### config.mk
export PLATFORM = sky130hd
export DESIGN_NAME = pnl_pwr_seq
export DESIGN_NICKNAME = d
export VERILOG_FILES = /design/src/rtl/pnl_seq_pkg.sv /design/src/rtl/pnl_ms_tick.sv /design/src/rtl/pnl_seq_dp.sv /design/src/rtl/pnl_seq_ctrl.sv /design/src/rtl/pnl_pwr_seq.sv
export SDC_FILE = /design/constraint.sdc
export NUM_CORES = 1
export LEC_CHECK = 0
export BUFFER_PORTS_ARGS = -buffer_cell sky130_fd_sc_hd__buf_2
export CAP_MARGIN = 10
export CORE_ASPECT_RATIO = 0.5
export CORE_MARGIN = 3
export CORE_UTILIZATION = 50
export CTS_BUF_LIST = sky130_fd_sc_hd__clkbuf_8
export CTS_CLUSTER_DIAMETER = 120
export CTS_CLUSTER_SIZE = 10
export DETAILED_ROUTE_END_ITERATION = 8
export PLACE_DENSITY = 0.77
export SYNTH_ARGS = -nofsm -noshare
export SYNTH_HDL_FRONTEND = slang
export SYNTH_SLANG_ARGS = --single-unit
### constraint.sdc
create_clock -name clk -period 3.6 [get_ports clk]
set_clock_uncertainty 0.05 [all_clocks]
set_input_delay 0.54 -clock clk [delete_from_list [all_inputs] [get_ports clk]]
set_output_delay 0.54 -clock clk [all_outputs]
set_load 0.03 [all_outputs]
### src/rtl/pnl_seq_pkg.sv
package pnl_seq_pkg;

  localparam int NUM_DLY = 7;
  localparam int SEL_W   = 3;

  // Delay slots counted in 4 ms units: link->PWM (1), PWM->link (4), gap (6)
  localparam logic [7:0] QUAD_MASK = 8'b0101_0010;

  typedef enum logic [3:0] {
    ST_OFF = 4'd0,
    ST_UP1 = 4'd1,
    ST_UP2 = 4'd2,
    ST_UP3 = 4'd3,
    ST_ON  = 4'd4,
    ST_DN4 = 4'd5,
    ST_DN5 = 4'd6,
    ST_DN6 = 4'd7,
    ST_GAP = 4'd8
  } seq_state_e;

  typedef struct packed {
    logic             load;
    logic [SEL_W-1:0] sel;
  } dly_cmd_t;

endpackage

### src/rtl/pnl_ms_tick.sv
module pnl_ms_tick #(
  parameter int CLK_PER_MS = 200000
) (
  input  logic clk,
  input  logic rstN,
  output logic msTick
);

  generate
    if (CLK_PER_MS <= 1) begin : g_pass
      assign msTick = rstN;
    end else begin : g_div
      localparam int PW = $clog2(CLK_PER_MS);
      localparam logic [PW-1:0] LAST = PW'(CLK_PER_MS - 1);
      logic [PW-1:0] preCnt;

      always_ff @(posedge clk or negedge rstN) begin
        if (!rstN) begin
          preCnt <= '0;
        end else if (preCnt == LAST) begin
          preCnt <= '0;
        end else begin
          preCnt <= preCnt + 1'b1;
        end
      end

      assign msTick = (preCnt == LAST);
    end
  endgenerate

endmodule

### src/rtl/pnl_seq_dp.sv
module pnl_seq_dp
  import pnl_seq_pkg::*;
#(
  parameter int CLK_PER_MS = 200000,
  parameter int DLY_W      = 8,
  parameter int IDX_W      = 8,
  parameter int REG_BASE   = 8'h32
) (
  input  logic             clk,
  input  logic             rstN,
  input  logic             regWrEn,
  input  logic [IDX_W-1:0] regIdx,
  input  logic [DLY_W-1:0] regData,
  input  dly_cmd_t         cmd,
  output logic             dlyDone
);

  logic             msTick;
  logic [DLY_W-1:0] dlyReg [NUM_DLY];
  logic [DLY_W-1:0] remain;
  logic [1:0]       quarter;
  logic             quadMode;
  logic [DLY_W-1:0] pickCnt;
  logic             pickQuad;

  pnl_ms_tick #(.CLK_PER_MS(CLK_PER_MS)) u_tick (
    .clk    (clk),
    .rstN   (rstN),
    .msTick (msTick)
  );

  // Delay count registers at consecutive indexes
  always_ff @(posedge clk or negedge rstN) begin
    if (!rstN) begin
      for (int i = 0; i < NUM_DLY; i++) dlyReg[i] <= '0;
    end else if (regWrEn) begin
      for (int i = 0; i < NUM_DLY; i++) begin
        if (regIdx == IDX_W'(REG_BASE + i)) dlyReg[i] <= regData;
      end
    end
  end

  always_comb begin
    pickCnt  = '0;
    pickQuad = 1'b0;
    for (int i = 0; i < NUM_DLY; i++) begin
      if (cmd.sel == SEL_W'(i)) begin
        pickCnt  = dlyReg[i];
        pickQuad = QUAD_MASK[i];
      end
    end
  end

  // Running delay: captures its count at load, then counts ms ticks
  always_ff @(posedge clk or negedge rstN) begin
    if (!rstN) begin
      remain   <= '0;
      quarter  <= '0;
      quadMode <= 1'b0;
    end else if (cmd.load) begin
      remain   <= pickCnt;
      quarter  <= '0;
      quadMode <= pickQuad;
    end else if (msTick && (remain != '0)) begin
      if (!quadMode || (quarter == 2'd3)) begin
        remain  <= remain - 1'b1;
        quarter <= '0;
      end else begin
        quarter <= quarter + 1'b1;
      end
    end
  end

  assign dlyDone = (remain == '0);

endmodule

### src/rtl/pnl_seq_ctrl.sv
module pnl_seq_ctrl
  import pnl_seq_pkg::*;
(
  input  logic       clk,
  input  logic       rstN,
  input  logic       panelOn,
  input  logic       dlyDone,
  output seq_state_e state,
  output dly_cmd_t   cmd
);

  seq_state_e nxt;

  always_comb begin
    nxt = state;
    unique case (state)
      ST_OFF: if (panelOn) nxt = ST_UP1;
      ST_UP1: if (dlyDone) nxt = panelOn ? ST_UP2 : ST_GAP;
      ST_UP2: if (dlyDone) nxt = panelOn ? ST_UP3 : ST_DN6;
      ST_UP3: if (dlyDone) nxt = panelOn ? ST_ON  : ST_DN5;
      ST_ON:  if (!panelOn) nxt = ST_DN4;
      ST_DN4: if (dlyDone) nxt = ST_DN5;
      ST_DN5: if (dlyDone) nxt = ST_DN6;
      ST_DN6: if (dlyDone) nxt = ST_GAP;
      ST_GAP: if (dlyDone) nxt = ST_OFF;
      default: nxt = ST_OFF;
    endcase
  end

  // Start the delay that belongs to the state being entered
  always_comb begin
    cmd.load = (nxt != state) && (nxt != ST_OFF) && (nxt != ST_ON);
    unique case (nxt)
      ST_UP1:  cmd.sel = 3'd0;
      ST_UP2:  cmd.sel = 3'd1;
      ST_UP3:  cmd.sel = 3'd2;
      ST_DN4:  cmd.sel = 3'd3;
      ST_DN5:  cmd.sel = 3'd4;
      ST_DN6:  cmd.sel = 3'd5;
      ST_GAP:  cmd.sel = 3'd6;
      default: cmd.sel = 3'd0;
    endcase
  end

  always_ff @(posedge clk or negedge rstN) begin
    if (!rstN) state <= ST_OFF;
    else       state <= nxt;
  end

endmodule

### src/rtl/pnl_pwr_seq.sv
module pnl_pwr_seq
  import pnl_seq_pkg::*;
#(
  parameter int CLK_PER_MS = 200000,
  parameter int DLY_W      = 8,
  parameter int IDX_W      = 8,
  parameter int REG_BASE   = 8'h32
) (
  input  logic             clk,
  input  logic             rstN,
  input  logic             panelOn,
  input  logic             regWrEn,
  input  logic [IDX_W-1:0] regIdx,
  input  logic [DLY_W-1:0] regData,
  output logic             supplyEn,
  output logic             linkEn,
  output logic             pwmEn,
  output logic             blEn,
  output logic             busy,
  output logic [3:0]       seqState
);

  seq_state_e state;
  dly_cmd_t   cmd;
  logic       dlyDone;

  pnl_seq_ctrl u_ctrl (
    .clk     (clk),
    .rstN    (rstN),
    .panelOn (panelOn),
    .dlyDone (dlyDone),
    .state   (state),
    .cmd     (cmd)
  );

  pnl_seq_dp #(
    .CLK_PER_MS (CLK_PER_MS),
    .DLY_W      (DLY_W),
    .IDX_W      (IDX_W),
    .REG_BASE   (REG_BASE)
  ) u_dp (
    .clk     (clk),
    .rstN    (rstN),
    .regWrEn (regWrEn),
    .regIdx  (regIdx),
    .regData (regData),
    .cmd     (cmd),
    .dlyDone (dlyDone)
  );

  assign supplyEn = (state inside {ST_UP1, ST_UP2, ST_UP3, ST_ON, ST_DN4, ST_DN5, ST_DN6});
  assign linkEn   = (state inside {ST_UP2, ST_UP3, ST_ON, ST_DN4, ST_DN5});
  assign pwmEn    = (state inside {ST_UP3, ST_ON, ST_DN4});
  assign blEn     = (state == ST_ON);
  assign busy     = (state != ST_OFF) && (state != ST_ON);
  assign seqState = state;

endmodule

==> impl_metrics.tcl <==
set metrics [dict create \
    outcome "completed" \
    crit_fanout 20 \
    final_nets 476 \
    utilization_pct 58.5 \
    synth_compound_gate_area_share_pct 16.9 \
    ys_async_sr_fraction_pct 100 \
    synth_area_leaders "dfrtp_1 46%, mux2_2 13%, xnor2_1 2.7%" \
    crit_arrival_ps 3000 \
    slew_violations 0 \
    critPathCaptureType "register" \
    ant_nets 0 \
    r2r-start "u_ctrl.state[0]" \
    routed_wl_um 11100 \
    report.power.total_uw 3080 \
    cts_buffers 9 \
    crit_path_max_incr_delay_ps 820 \
    place_ws_ps 903 \
    slowest_stage "dfrtp_1" \
    synth-seq-area-share_pct 46.0 \
    wl_met1_um 5350 \
    antenna_found_initial 0 \
    synth_simple_gate_area_share_pct 16.2 \
    crit_family "simple AND/OR/NAND/NOR gates" \
    crit_required_ps 3820 \
    crit_buf_inv 0 \
    critPathLaunchType "register" \
    cts_buffer_depth 2 \
    finalHoldViolCount 0 \
    htreeDepth 3 \
    setup_viol 0 \
    holdWs_ps 148 \
    numPortBuffers 28 \
    tritoncts "yes" \
    synth_warnings 0 \
    dr_wl_met3_um 816 \
    yosysUniqueCellTypes 76 \
    hpwl_um 7730 \
    routedWlPerCell_um 18.9 \
    synthFlopType "dfrtp_1" \
    clock.fmax_mhz 359 \
    min_path_type "in2async" \
    grt_pass1_wl_um 18200 \
    vdd_ir_drop_max_v 0.000254 \
    yosysTopAreaCellShare_pct 46.0 \
    fp.dieW_um 145 \
    path_depth 6 \
    synth_top_family_by_area "compound AO/OA/AOI/OAI gates" \
    grt_max_degree 55 \
    fin_crit_sh_pct 77.4 \
    netlist_instances 426 \
    crit_chain "or4b_4 -> nor3_1 -> or2_2 -> a22o_1 -> a221oi_1 -> o31ai_1" \
    cts_sinks 89 \
    routed_via_density 6.26 \
    top_layer_used "met4" \
    path_clk_slew_ps 90 \
    initial_utilization_pct 53.5 \
    crit_type "reg2reg" \
    synth_largest_area_cell "dfrtp_1" \
    grt_util_all_layers_pct 21.3 \
    layout_min_cycle_time_ps 2790 \
    synth_area_um2 4840 \
    dieArea_um2 11000 \
    synth_adder_area_share_pct 0.776 \
    clk_latency_ps 370 \
    num_vias 3678 \
    worstMarginPinSlew_ps 736 \
    num-fill-cells 752 \
    multi_input_area_um2 2470 \
    fin_ws_ps 814 \
    grt.overflow.total 0 \
    drt_iter0_markers 354 \
    routed-wl-met2_um 4820 \
    max_slew_margin_pct 50.6 \
    p_per_area_nw_per_um2 583 \
    syn_nets 449 \
    io_pins 29 \
    root_buffer "clkbuf_8" \
    rows 24 \
    routabilityCongestion 0.895 \
    regArea_um2 2230 \
    critPathLaunch "u_ctrl.state[0]" \
    grt_setup_unrepaired "no" \
    cts_setup_buffers 0 \
    synth_xor_area_share_pct 3.98 \
    reg2reg_depth 6 \
    syn_to_final_growth_pct 9.31 \
    grt_pass1_vias 3457 \
    leakagePower_uw 0.00241 \
    synth-edff-count 0 \
    synthMuxAreaShare_pct 13.2 \
    ys_ff_latch 89 \
    die_h_um 75.6 \
    drive_above_1_share_pct 30.1 \
    dr.pass1.iters 5 \
    antenna_cells 0 \
    core_area_um2 9040 \
    drc 0 \
    cts_hold_buffers 0 \
    cts_resized 0 \
    syn_area_per_cell_um2 11.4 \
    max_cap_violations 0 \
    tns_ps 0 \
]
==> layout by cell type (no fill, tap or decap), types with 4 or more instances in the layout <==
master	count
and3_1	7
nand3_1	15
a31oi_1	6
a211oi_1	5
inv_1	8
nand2_1	16
nand3b_1	5
xnor2_1	15
or3_1	6
nor3_1	9
clkbuf_8	9
mux2_2	56
nand2b_1	4
buf_2	27
a22o_1	4
nor4_1	4
a21oi_1	14
o21ai_0	11
dfrtp_1	89
o21ai_1	4
xor2_1	7
nor2b_1	5
nand4_1	9
buf_4	8
nor2_1	28
o21a_1	7
a221o_1	4
==> routing by layer <==
layer	up-vias	track usage, %
li1	1669	-
met1	1835	30.9
met2	157	32.4
met3	17	4.63
met4	0	6.83
met5	-	0
==> final timing paths <==
check,end,slack [ps]
min in group clk,u_dp.u_tick.g_div.preCnt[4],420
hold / removal,u_dp.dlyReg[40],150
hold reg to reg,u_dp.u_tick.g_div.preCnt[4],420
max in group asynchronous,u_dp.dlyReg[27],2620
setup / recovery,u_dp.remain[0],810
setup reg to reg,u_dp.remain[0],810
==> where the power goes <==
group / internal [µW] / switching, µW
clock: 328 / 381
combinational: 430 / 681
sequential: 1090 / 169
==> cell usage after synthesis (all sizes together) (6+ instances only) <==
| master | n |
|---|---|
| a31oi | 6 |
| dfrtp | 89 |
| o21a | 8 |
| nand4 | 9 |
| nor2 | 29 |
| xnor2 | 15 |
| or3 | 6 |
| inv | 8 |
| a21oi | 14 |
| and3 | 7 |
| clkbuf | 7 |
| o21ai | 16 |
| mux2 | 56 |
| a211oi | 6 |
| nand3 | 17 |
| nand2 | 17 |
| buf | 12 |
| xor2 | 7 |
| nor3 | 9 |
==> per-stage QoR <==
stage,std cells,instance area [µm²]
after global routing,588,5290
after detailed placement,572,5090
after CTS,588,5290
final,588,5290
after floorplan,426,4840
after global placement,572,5090
==> flip-flops by register name, indices dropped and copies added, names as in the netlist <==
register / cells
u_dp.dlyReg: 56
u_ctrl.state: 4
u_dp.u_tick.g_div.preCnt: 18
u_dp.quarter: 2
u_dp.quadMode: 1
u_dp.remain: 8
==> kinds of logic (layout without fill, tap and decap cells) <==
kind of cell	Yosys count	in the layout
compound gates	96	96
simple gates	132	132
xor+xnor	22	22
buf+inv	27	59
mux	57	57
fa+ha+maj	3	3
flops	89	89
==> area by class of cell <==
class                      count  area share (%)
tap                          130            3.07
clock buffer                   9            2.34
inverter                       8           0.615
timing repair buffer          35            3.69
multi-input combinational    310            46.7
clock inverter                 7            1.44
sequential                    89            42.1
Power figures use the tool's default switching activity.
